**config.mk**
```make
export PLATFORM = sky130hd
export DESIGN_NAME = dsf_serial_front
export DESIGN_NICKNAME = d
export VERILOG_FILES = /design/src/rtl/dsf_pkg.sv /design/src/rtl/dsf_sync.sv /design/src/rtl/dsf_edge.sv /design/src/rtl/dsf_frame.sv /design/src/rtl/dsf_dout.sv /design/src/rtl/dsf_serial_front.sv
export SDC_FILE = /design/constraint.sdc
export NUM_CORES = 1
export LEC_CHECK = 0
export BUFFER_PORTS_ARGS = -buffer_cell sky130_fd_sc_hd__clkbuf_2
export CAP_MARGIN = 20
export CORE_UTILIZATION = 45
export DETAILED_ROUTE_END_ITERATION = 10
export MAX_ROUTING_LAYER = met4
export PLACE_DENSITY = 0.64
export SLEW_MARGIN = 20
export SYNTH_ARGS = -nofsm -noshare
export SYNTH_HDL_FRONTEND = slang
export SYNTH_SLANG_ARGS = --single-unit
```
**constraint.sdc**
```tcl
create_clock -name clk -period 2.4 [get_ports clk]
set_clock_uncertainty 0.2 [all_clocks]
set_input_delay 0 -clock clk [delete_from_list [all_inputs] [get_ports clk]]
set_output_delay 0 -clock clk [all_outputs]
set_load 0.005 [all_outputs]
```
**src/rtl/dsf_pkg.sv**
```systemverilog
package dsf_pkg;
  typedef enum logic {
    DOUT_ON_RISE = 1'b0,
    DOUT_ON_FALL = 1'b1
  } dout_mode_e;

  // bit positions inside the synchronised input vector
  localparam int unsigned IDX_DIN  = 0;
  localparam int unsigned IDX_SCLK = 1;
  localparam int unsigned IDX_CS   = 2;
  localparam int unsigned N_INPUTS = 3;
endpackage

```
**src/rtl/dsf_sync.sv**
```systemverilog
module dsf_sync #(
  parameter int unsigned W       = 3,
  parameter int unsigned STAGES  = 2,
  parameter logic [W-1:0] RST_VAL = '0
) (
  input  logic         clk,
  input  logic         rst_n,
  input  logic [W-1:0] async_i,
  output logic [W-1:0] sync_o
);
  logic [W-1:0] stage_q [STAGES];

  genvar g;
  generate
    for (g = 0; g < STAGES; g++) begin : g_stage
      logic [W-1:0] stage_d;
      if (g == 0) begin : g_first
        assign stage_d = async_i;
      end else begin : g_next
        assign stage_d = stage_q[g-1];
      end
      always_ff @(posedge clk or negedge rst_n) begin
        if (!rst_n) stage_q[g] <= RST_VAL;
        else        stage_q[g] <= stage_d;
      end
    end
  endgenerate

  assign sync_o = stage_q[STAGES-1];
endmodule

```
**src/rtl/dsf_edge.sv**
```systemverilog
module dsf_edge #(
  parameter int unsigned W        = 2,
  parameter logic [W-1:0] RST_VAL = '0
) (
  input  logic         clk,
  input  logic         rst_n,
  input  logic [W-1:0] level_i,
  output logic [W-1:0] rise_o,
  output logic [W-1:0] fall_o
);
  logic [W-1:0] prev_q;

  always_ff @(posedge clk or negedge rst_n) begin
    if (!rst_n) prev_q <= RST_VAL;
    else        prev_q <= level_i;
  end

  assign rise_o = level_i & ~prev_q;
  assign fall_o = ~level_i & prev_q;
endmodule

```
**src/rtl/dsf_frame.sv**
```systemverilog
module dsf_frame #(
  parameter int unsigned WORD_W = 16
) (
  input  logic              clk,
  input  logic              rst_n,
  input  logic              cs_low_i,
  input  logic              cs_rise_i,
  input  logic              cs_fall_i,
  input  logic              sclk_rise_i,
  input  logic              din_i,
  output logic              msb_o,
  output logic [WORD_W-1:0] word_o,
  output logic              word_valid_o
);
  localparam int unsigned CNT_W = (WORD_W > 1) ? $clog2(WORD_W) : 1;
  localparam logic [CNT_W-1:0] CNT_LAST = CNT_W'(WORD_W - 1);

  logic [WORD_W-1:0] shreg_q, shreg_d;
  logic [CNT_W-1:0]  cnt_q, cnt_d, cnt_base;
  logic              seen_q, seen_d, seen_base;
  logic [WORD_W-1:0] word_q;
  logic              word_en;
  logic              valid_q, valid_d;
  logic              shift_en;

  assign shift_en = cs_low_i & sclk_rise_i;

  always_comb begin
    cnt_base  = cs_fall_i ? '0 : cnt_q;
    seen_base = cs_fall_i ? 1'b0 : seen_q;
    shreg_d   = shreg_q;
    cnt_d     = cnt_base;
    seen_d    = seen_base;
    valid_d   = 1'b0;
    word_en   = 1'b0;
    if (shift_en) begin
      shreg_d = {shreg_q[WORD_W-2:0], din_i};
      cnt_d   = (cnt_base == CNT_LAST) ? '0 : cnt_base + 1'b1;
      seen_d  = 1'b1;
    end
    if (cs_rise_i) begin
      valid_d = seen_q & (cnt_q == '0);
      word_en = valid_d;
      cnt_d   = '0;
      seen_d  = 1'b0;
    end
  end

  always_ff @(posedge clk or negedge rst_n) begin
    if (!rst_n) begin
      shreg_q <= '0;
      cnt_q   <= '0;
      seen_q  <= 1'b0;
      valid_q <= 1'b0;
    end else begin
      if (shift_en) shreg_q <= shreg_d;
      cnt_q   <= cnt_d;
      seen_q  <= seen_d;
      valid_q <= valid_d;
    end
  end

  always_ff @(posedge clk or negedge rst_n) begin
    if (!rst_n)       word_q <= '0;
    else if (word_en) word_q <= shreg_q;
  end

  assign msb_o        = shreg_q[WORD_W-1];
  assign word_o       = word_q;
  assign word_valid_o = valid_q;

  a_r3_idle_no_shift: assert property (@(posedge clk) disable iff (!rst_n)
    !cs_low_i |=> $stable(shreg_q));
  a_r5_strobe_single: assert property (@(posedge clk) disable iff (!rst_n)
    valid_q |=> !valid_q);
  a_r5_strobe_after_release: assert property (@(posedge clk) disable iff (!rst_n)
    valid_q |-> $past(cs_rise_i));
  a_r5_word_held: assert property (@(posedge clk) disable iff (!rst_n)
    !valid_q |-> $stable(word_q));
  a_r6_partial_dropped: assert property (@(posedge clk) disable iff (!rst_n)
    (cs_rise_i && cnt_q != '0) |=> !valid_q);
  a_r2_word_from_register: assert property (@(posedge clk) disable iff (!rst_n)
    valid_q |-> (word_q == $past(shreg_q)));
endmodule

```
**src/rtl/dsf_dout.sv**
```systemverilog
module dsf_dout
  import dsf_pkg::*;
(
  input  logic       clk,
  input  logic       rst_n,
  input  logic       cs_low_i,
  input  logic       sclk_rise_i,
  input  logic       sclk_fall_i,
  input  logic       msb_i,
  input  dout_mode_e mode_i,
  input  logic       shutdown_i,
  output logic       dout_o
);
  logic spill_q;
  logic dout_q, dout_d, dout_en;
  logic spill_en;

  assign spill_en = cs_low_i & sclk_rise_i;

  always_comb begin
    dout_en = 1'b0;
    dout_d  = dout_q;
    if (!shutdown_i && cs_low_i) begin
      if (mode_i == DOUT_ON_RISE && sclk_rise_i) begin
        dout_en = 1'b1;
        dout_d  = msb_i;
      end else if (mode_i == DOUT_ON_FALL && sclk_fall_i) begin
        dout_en = 1'b1;
        dout_d  = spill_q;
      end
    end
  end

  always_ff @(posedge clk or negedge rst_n) begin
    if (!rst_n)        spill_q <= 1'b0;
    else if (spill_en) spill_q <= msb_i;
  end

  always_ff @(posedge clk or negedge rst_n) begin
    if (!rst_n)       dout_q <= 1'b0;
    else if (dout_en) dout_q <= dout_d;
  end

  assign dout_o = dout_q;

  a_r10_frozen_in_shutdown: assert property (@(posedge clk) disable iff (!rst_n)
    shutdown_i |=> $stable(dout_q));
  a_r8_rise_mode_timing: assert property (@(posedge clk) disable iff (!rst_n)
    (mode_i == DOUT_ON_RISE && !sclk_rise_i) |=> $stable(dout_q));
  a_r9_fall_mode_timing: assert property (@(posedge clk) disable iff (!rst_n)
    (mode_i == DOUT_ON_FALL && !sclk_fall_i) |=> $stable(dout_q));
endmodule

```
**src/rtl/dsf_serial_front.sv**
```systemverilog
module dsf_serial_front
  import dsf_pkg::*;
#(
  parameter int unsigned WORD_W      = 16,
  parameter int unsigned SYNC_STAGES = 2
) (
  input  logic              clk,
  input  logic              rst_n,
  input  logic              cs_n_i,
  input  logic              sclk_i,
  input  logic              din_i,
  input  logic              dout_mode_i,
  input  logic              shutdown_i,
  output logic [WORD_W-1:0] word_o,
  output logic              word_valid_o,
  output logic              dout_o
);
  localparam logic [N_INPUTS-1:0] IN_RST = N_INPUTS'(1) << IDX_CS;

  logic [N_INPUTS-1:0] raw_in, sync_in;
  logic [1:0]          edge_lvl, edge_rise, edge_fall;
  logic                cs_low, msb;
  dout_mode_e          mode;

  assign raw_in[IDX_DIN]  = din_i;
  assign raw_in[IDX_SCLK] = sclk_i;
  assign raw_in[IDX_CS]   = cs_n_i;

  dsf_sync #(.W(N_INPUTS), .STAGES(SYNC_STAGES), .RST_VAL(IN_RST)) u_sync (
    .clk(clk), .rst_n(rst_n), .async_i(raw_in), .sync_o(sync_in));

  // edge vector: [1] chip select, [0] serial clock
  assign edge_lvl = {sync_in[IDX_CS], sync_in[IDX_SCLK]};

  dsf_edge #(.W(2), .RST_VAL(2'b10)) u_edge (
    .clk(clk), .rst_n(rst_n), .level_i(edge_lvl),
    .rise_o(edge_rise), .fall_o(edge_fall));

  assign cs_low = ~sync_in[IDX_CS];
  assign mode   = dout_mode_e'(dout_mode_i);

  dsf_frame #(.WORD_W(WORD_W)) u_frame (
    .clk(clk), .rst_n(rst_n), .cs_low_i(cs_low),
    .cs_rise_i(edge_rise[1]), .cs_fall_i(edge_fall[1]),
    .sclk_rise_i(edge_rise[0]), .din_i(sync_in[IDX_DIN]),
    .msb_o(msb), .word_o(word_o), .word_valid_o(word_valid_o));

  dsf_dout u_dout (
    .clk(clk), .rst_n(rst_n), .cs_low_i(cs_low),
    .sclk_rise_i(edge_rise[0]), .sclk_fall_i(edge_fall[0]),
    .msb_i(msb), .mode_i(mode), .shutdown_i(shutdown_i), .dout_o(dout_o));
endmodule

```
After elaboration in Yosys (flattened, before gate mapping)
Index checks and enable logic that the tools add are counted.

Register bits after elaboration: 48. Latch bits: 0. Bits in writable memories: 0. Bits in read-only memories: 0. Input bits: 7. Output and inout port bits: 18. Word-level logic and storage cells: 41. Memories kept: 0.

Add/sub/neg operators: 1. $mul: 0. Divide/modulo/power cells: 0. $lt $le $gt $ge: 0. Equal/unequal tests: 1. Shift operators: 0. Muxes and demuxes: 13. Bitwise operators: 8. Reductions and logical operators: 8.

Operators with widths (number): 2-to-1 mux 4 bit (4); 2-to-1 mux 1 bit (9); adder 4 x 1 -> 4 bit (second input constant) (1); bitwise AND 2 bit (2); equality test 4 bit (second input constant) (1); logical NOT 4 bit (1); NOT 2 bit (2); logical AND 1 bit (3); AND reduction 3 bit (1); nonzero test 3 bit (1); bitwise AND 1 bit (2); NOT 1 bit (2); nonzero test 2 bit (1); logical NOT 1 bit (1).

Logic depth before layout (Yosys ltp)
Word-level depth: 7. Gate-level depth with buffers: 6. Mapped depth without buffers: 5.

Hierarchy
Synthesis repeated with hierarchy kept, for this count alone.

Cells, all modules: 115. Area total of the unflattened synthesis: 1854.3 µm².

By module, submodules not included: dsf_frame (instances 1, cells an instance 92, area each 1501.4 µm², sequential area each 950.9 µm²); dsf_sync (instances 1, cells an instance 6, area each 152.6 µm², sequential area each 152.6 µm²); dsf_dout (instances 1, cells an instance 10, area each 110.1 µm², sequential area each 50.0 µm²); dsf_edge (instances 1, cells an instance 6, area each 86.3 µm², sequential area each 51.3 µm²); dsf_serial_front (instances 1, cells an instance 1, area each 3.8 µm², sequential area each 0.0 µm²).

Worst setup path after synthesis
OpenSTA, ideal clock, no wires.

Path kind: reg2reg. Start point: register u_edge.prev_q[1]. End point: register u_frame.word_q[10], in the netlist u_frame.word_o[10]. Library setup time: 0.125 ns. Data arrival time: 1.444 ns. Required time: 2.075 ns. Slack: 0.631 ns. Cell stages (with the launch flop): 7. Path buffers: 2. Clock period less this slack: 1.769 ns. Cells stage by stage: dfstp_2 -> inv_1 -> ha_1 -> buf_2 -> nand3b_4 -> buf_6 -> mux2_4.

Word-level cells in the longest chain between the ends: 3.

Ends and longest elaborated chain: from (decl) (RTL line dsf_edge.sv:11) `logic [W-1:0] prev_q;`; from (signal assigned) (RTL line dsf_edge.sv:15) `else prev_q <= level_i;`; NOT 2 bit (RTL line dsf_edge.sv:18) `assign rise_o = level_i & ~prev_q;`; bitwise AND 2 bit (RTL line dsf_edge.sv:18); 2-to-1 mux 1 bit (RTL line dsf_frame.sv:41) `if (cs_rise_i) begin`; to (signal assigned) (RTL line dsf_frame.sv:65) `else if (word_en) word_q <= shreg_q;`; to (decl) (RTL line dsf_frame.sv:21) `logic [WORD_W-1:0] word_q;`.

Every way passes these cells. A chain may end at the register's enable or synchronous reset.

Final worst setup path
Start point: register u_sync.stage_q (netlist bit u_sync.sync_o[2]). End point: register u_frame.word_q[11], in the netlist u_frame.word_o[11].

Word-level cells in the longest chain between the ends: 2.

Ends and longest elaborated chain: from (decl) (RTL line dsf_sync.sv:11) `logic [W-1:0] stage_q [STAGES];`; from (signal, indexed assignment) (RTL line dsf_sync.sv:24) `else stage_q[g] <= stage_d;`; bitwise AND 2 bit (RTL line dsf_edge.sv:18); 2-to-1 mux 1 bit (RTL line dsf_frame.sv:41).

Every way passes these cells.

==> flow_metrics.py <==
metrics = {
    "critical_path": {
        "crit_path_start": "u_sync.sync_o[2]",
        "critPathRequiredTime_ns": 2.38,
        "crit_fanout": 17,
        "start_kind": "register",
        "reg2reg_from": "u_sync.sync_o[2]",
        "critical_path_class": "register to register",
        "worstPathArrival_ns": 1.95,
        "regToRegSetupSlack_ns": 0.43,
        "cp-end-kind": "register",
    },
    "placed_design": {
        "dp_hpwl_um": 1793,
        "dp_worst_setup_slack_ns": 0.4204,
        "gp_congestion": 0.7941,
        "io_buffers": 24,
    },
    "timing": {
        "worst_slew_pin_slew_ns": 0.5751,
        "rsz0062_at_grt": "no",
        "fin_crit_sh": 0.8197,
        "setup_tns_ns": 0,
        "fin_ws_ns": 0.4328,
        "period_needed_ns": 1.967,
        "fmax_ghz": 0.5083,
        "hold_viol": 0,
        "finalSetupViolations": 0,
        "slew_headroom": 0.6166,
        "drv_slew": 0,
    },
    "floorplanning": {
        "core-area_mm2": 0.004029,
        "fp.dieH_um": 66.80,
        "die-area_mm2": 0.004462,
        "row_count": 23,
        "die_x_um": 66.80,
        "io_pins": 25,
        "initial_core_util": 0.4689,
    },
    "synthesis": {
        "synthCells": 116,
        "syn_avg_cell_area_um2": 16.29,
        "synth_nets": 125,
        "synth_top_flop_cell": "dfrtp_1",
        "synth_edf_count": 0,
        "synth_largest_area_cell": "dfrtp_1",
        "ys_types": 23,
        "syn_area_mm2": 0.001889,
        "synthArstFlopShare": 1.000,
        "synth_common_cells": "dfrtp_1 (45), mux2_2 (27), mux2_4 (9)",
        "synth-seq-cells": 48,
        "synth_top_area_frac": 0.5960,
        "synth_most_common_cell": "dfrtp_1",
        "synth.area.top_cells": "dfrtp_1 (60%), mux2_2 (16%), mux2_4 (7.2%), dfstp_2 (4.2%), ha_1 (1.3%)",
        "ys_seq_area_frac": 0.6377,
        "yosysWarnings": 0,
    },
    "layout": {
        "drive_gt1_frac": 0.4967,
        "diodes": 0,
        "layout.nets": 159,
        "area_growth_pct": 16.16,
    },
    "global_route": {
        "grt_pass1_wl_um": 4485,
        "overflow": 0,
        "grt_pass1_vias": 939,
        "grt_antenna_before_repair": 0,
        "grt_max_degree": 49,
        "gr-usage-all-layers": 0.1473,
    },
    "cts": {
        "cts_resized": 0,
        "clock_latency_ns": 0.30,
        "clock-root-buffer": "clkbuf_8",
        "clkTransAtPathRegs_ns": 0.08,
        "cts_tree": "built",
        "cts.sinks": 48,
        "clk_path_buf_depth": 2,
        "htree_num_levels": 2,
        "cts_setup_buffers": 0,
        "numCtsBuffers": 5,
        "ctsHoldBuffers": 5,
    },
    "min_path": {
        "worst_hold_path_type": "input pin to register",
        "min_from": "dout_mode_i",
    },
    "routing": {
        "drt_pass1_iterations": 3,
        "finalWirelength_um": 2740,
        "drtIter0Drc": 55,
        "drc_errors": 0,
        "vias": 991,
        "viasPerCell": 4.930,
        "wl_per_cell_um": 13.63,
        "ant_nets": 0,
    },
    "job": {
        "drv_cap": 0,
    },
    "pwr": {
        "vdd_drop_max_uv": 422.7,
        "p_total_uw": 1702,
        "leakage_uw": 0.001149,
        "power.density_mw_per_mm2": 775.4,
    },
    "outcome": {
        "status": "finished clean",
    },
}
area by class of cell:
| type | instances | area [µm²] |
|---|---|---|
| fill | 346 | 1834 |
| sequential | 48 | 1205 |
| multi-input combinational | 61 | 649.4 |
| timing repair buffer | 31 | 185.2 |
| clock buffer | 7 | 76.32 |
| tap | 50 | 62.56 |
| inverter | 3 | 11.26 |
| clock inverter | 1 | 5.005 |
kinds of logic (layout without fill, tap and decap cells):
kind of cell / count (synthesis) / after routing / synth area share
fa+ha+maj: 2 / 2 / 0.01324
simple gates: 18 / 18 / 0.07285
xor+xnor: 2 / 2 / 0.009273
compound gates: 1 / 1 / 0.002646
flops: 48 / 48 / 0.6378
buf+inv: 7 / 42 / 0.02119
mux: 38 / 38 / 0.2430
flip-flops by register name (all words and copies together) (netlist names):
register / cells
u_sync.sync_o: 3
u_frame.seen_q: 1
u_edge.prev_q: 2
u_frame.word_valid_o: 1
u_frame.cnt_q: 4
u_dout.spill_q: 1
u_frame.word_o: 16
u_dout.dout_o: 1
u_sync.g_stage.stage_d: 3
u_frame.shreg_q: 16
through the flow:
step	hold slack, ns	cell area, µm²	util	cells
after floorplan	-0.4956	1889	-	116
after global placement	-0.1104	2063	0.5121	188
after detailed placement	-0.1111	2063	0.5121	188
after CTS	0.01043	2195	0.5447	201
after global routing	0.03628	2195	0.5447	201
final	0.01800	2195	0.5447	201
report_power, final:
| group | leakage (µW) | internal, µW | switching [µW] |
|---|---|---|---|
| Sequential | 0.000628 | 936 | 75.8 |
| Clock | 0.0000422 | 205 | 247 |
| Combinational | 0.000478 | 152 | 86.5 |
layout by cell type (no fill, tap or decap):
cell type	synthesis	layout
dfrtp_1	45	45
mux2_2	27	27
clkbuf_2	0	24
mux2_4	9	9
clkbuf_8	0	5
dlygate4sd3_1	0	5
nor2_1	3	3
nand2_1	3	3
inv_1	3	3
dfstp_2	3	3
mux2i_1	2	2
xnor2_1	2	2
nor3_1	2	2
nor3b_1	3	2
ha_1	2	2
clkbuf_1	0	2
buf_4	1	2
or3_1	1	1
and4bb_2	1	1
nor3b_2	0	1
nor2b_1	1	1
nor4b_4	1	1
nand3b_4	1	1
nand3_1	1	1
and3b_1	1	1
o21ai_0	1	1
clkinv_2	0	1
final timing paths:
kind	to	cells after the start
max	u_frame.word_o[11]	3
min	u_dout.dout_o	4
max reg2reg	u_frame.word_o[11]	3
min reg2reg	u_sync.sync_o[0]	0
max in group asynchronous	u_frame.shreg_q[4]	3
min in group asynchronous	u_frame.shreg_q[5]	3
worst max-delay path, stage by stage (launching register included):
cell and delay (ns):
dfstp_2 0.59, ha_1 0.34, nand3b_4 0.32, mux2_4 0.39
routing by layer:
| metal | track usage | up-vias | wire length (µm) |
|---|---|---|---|
| met5 | - | - | 0 |
| met4 | 0.07979 | 0 | 54 |
| met3 | 0.05137 | 6 | 97 |
| met2 | 0.2096 | 12 | 1341 |
| met1 | 0.1836 | 507 | 1247 |
| li1 | - | 466 | - |
Note: power is estimated with default switching activity, not from simulation.
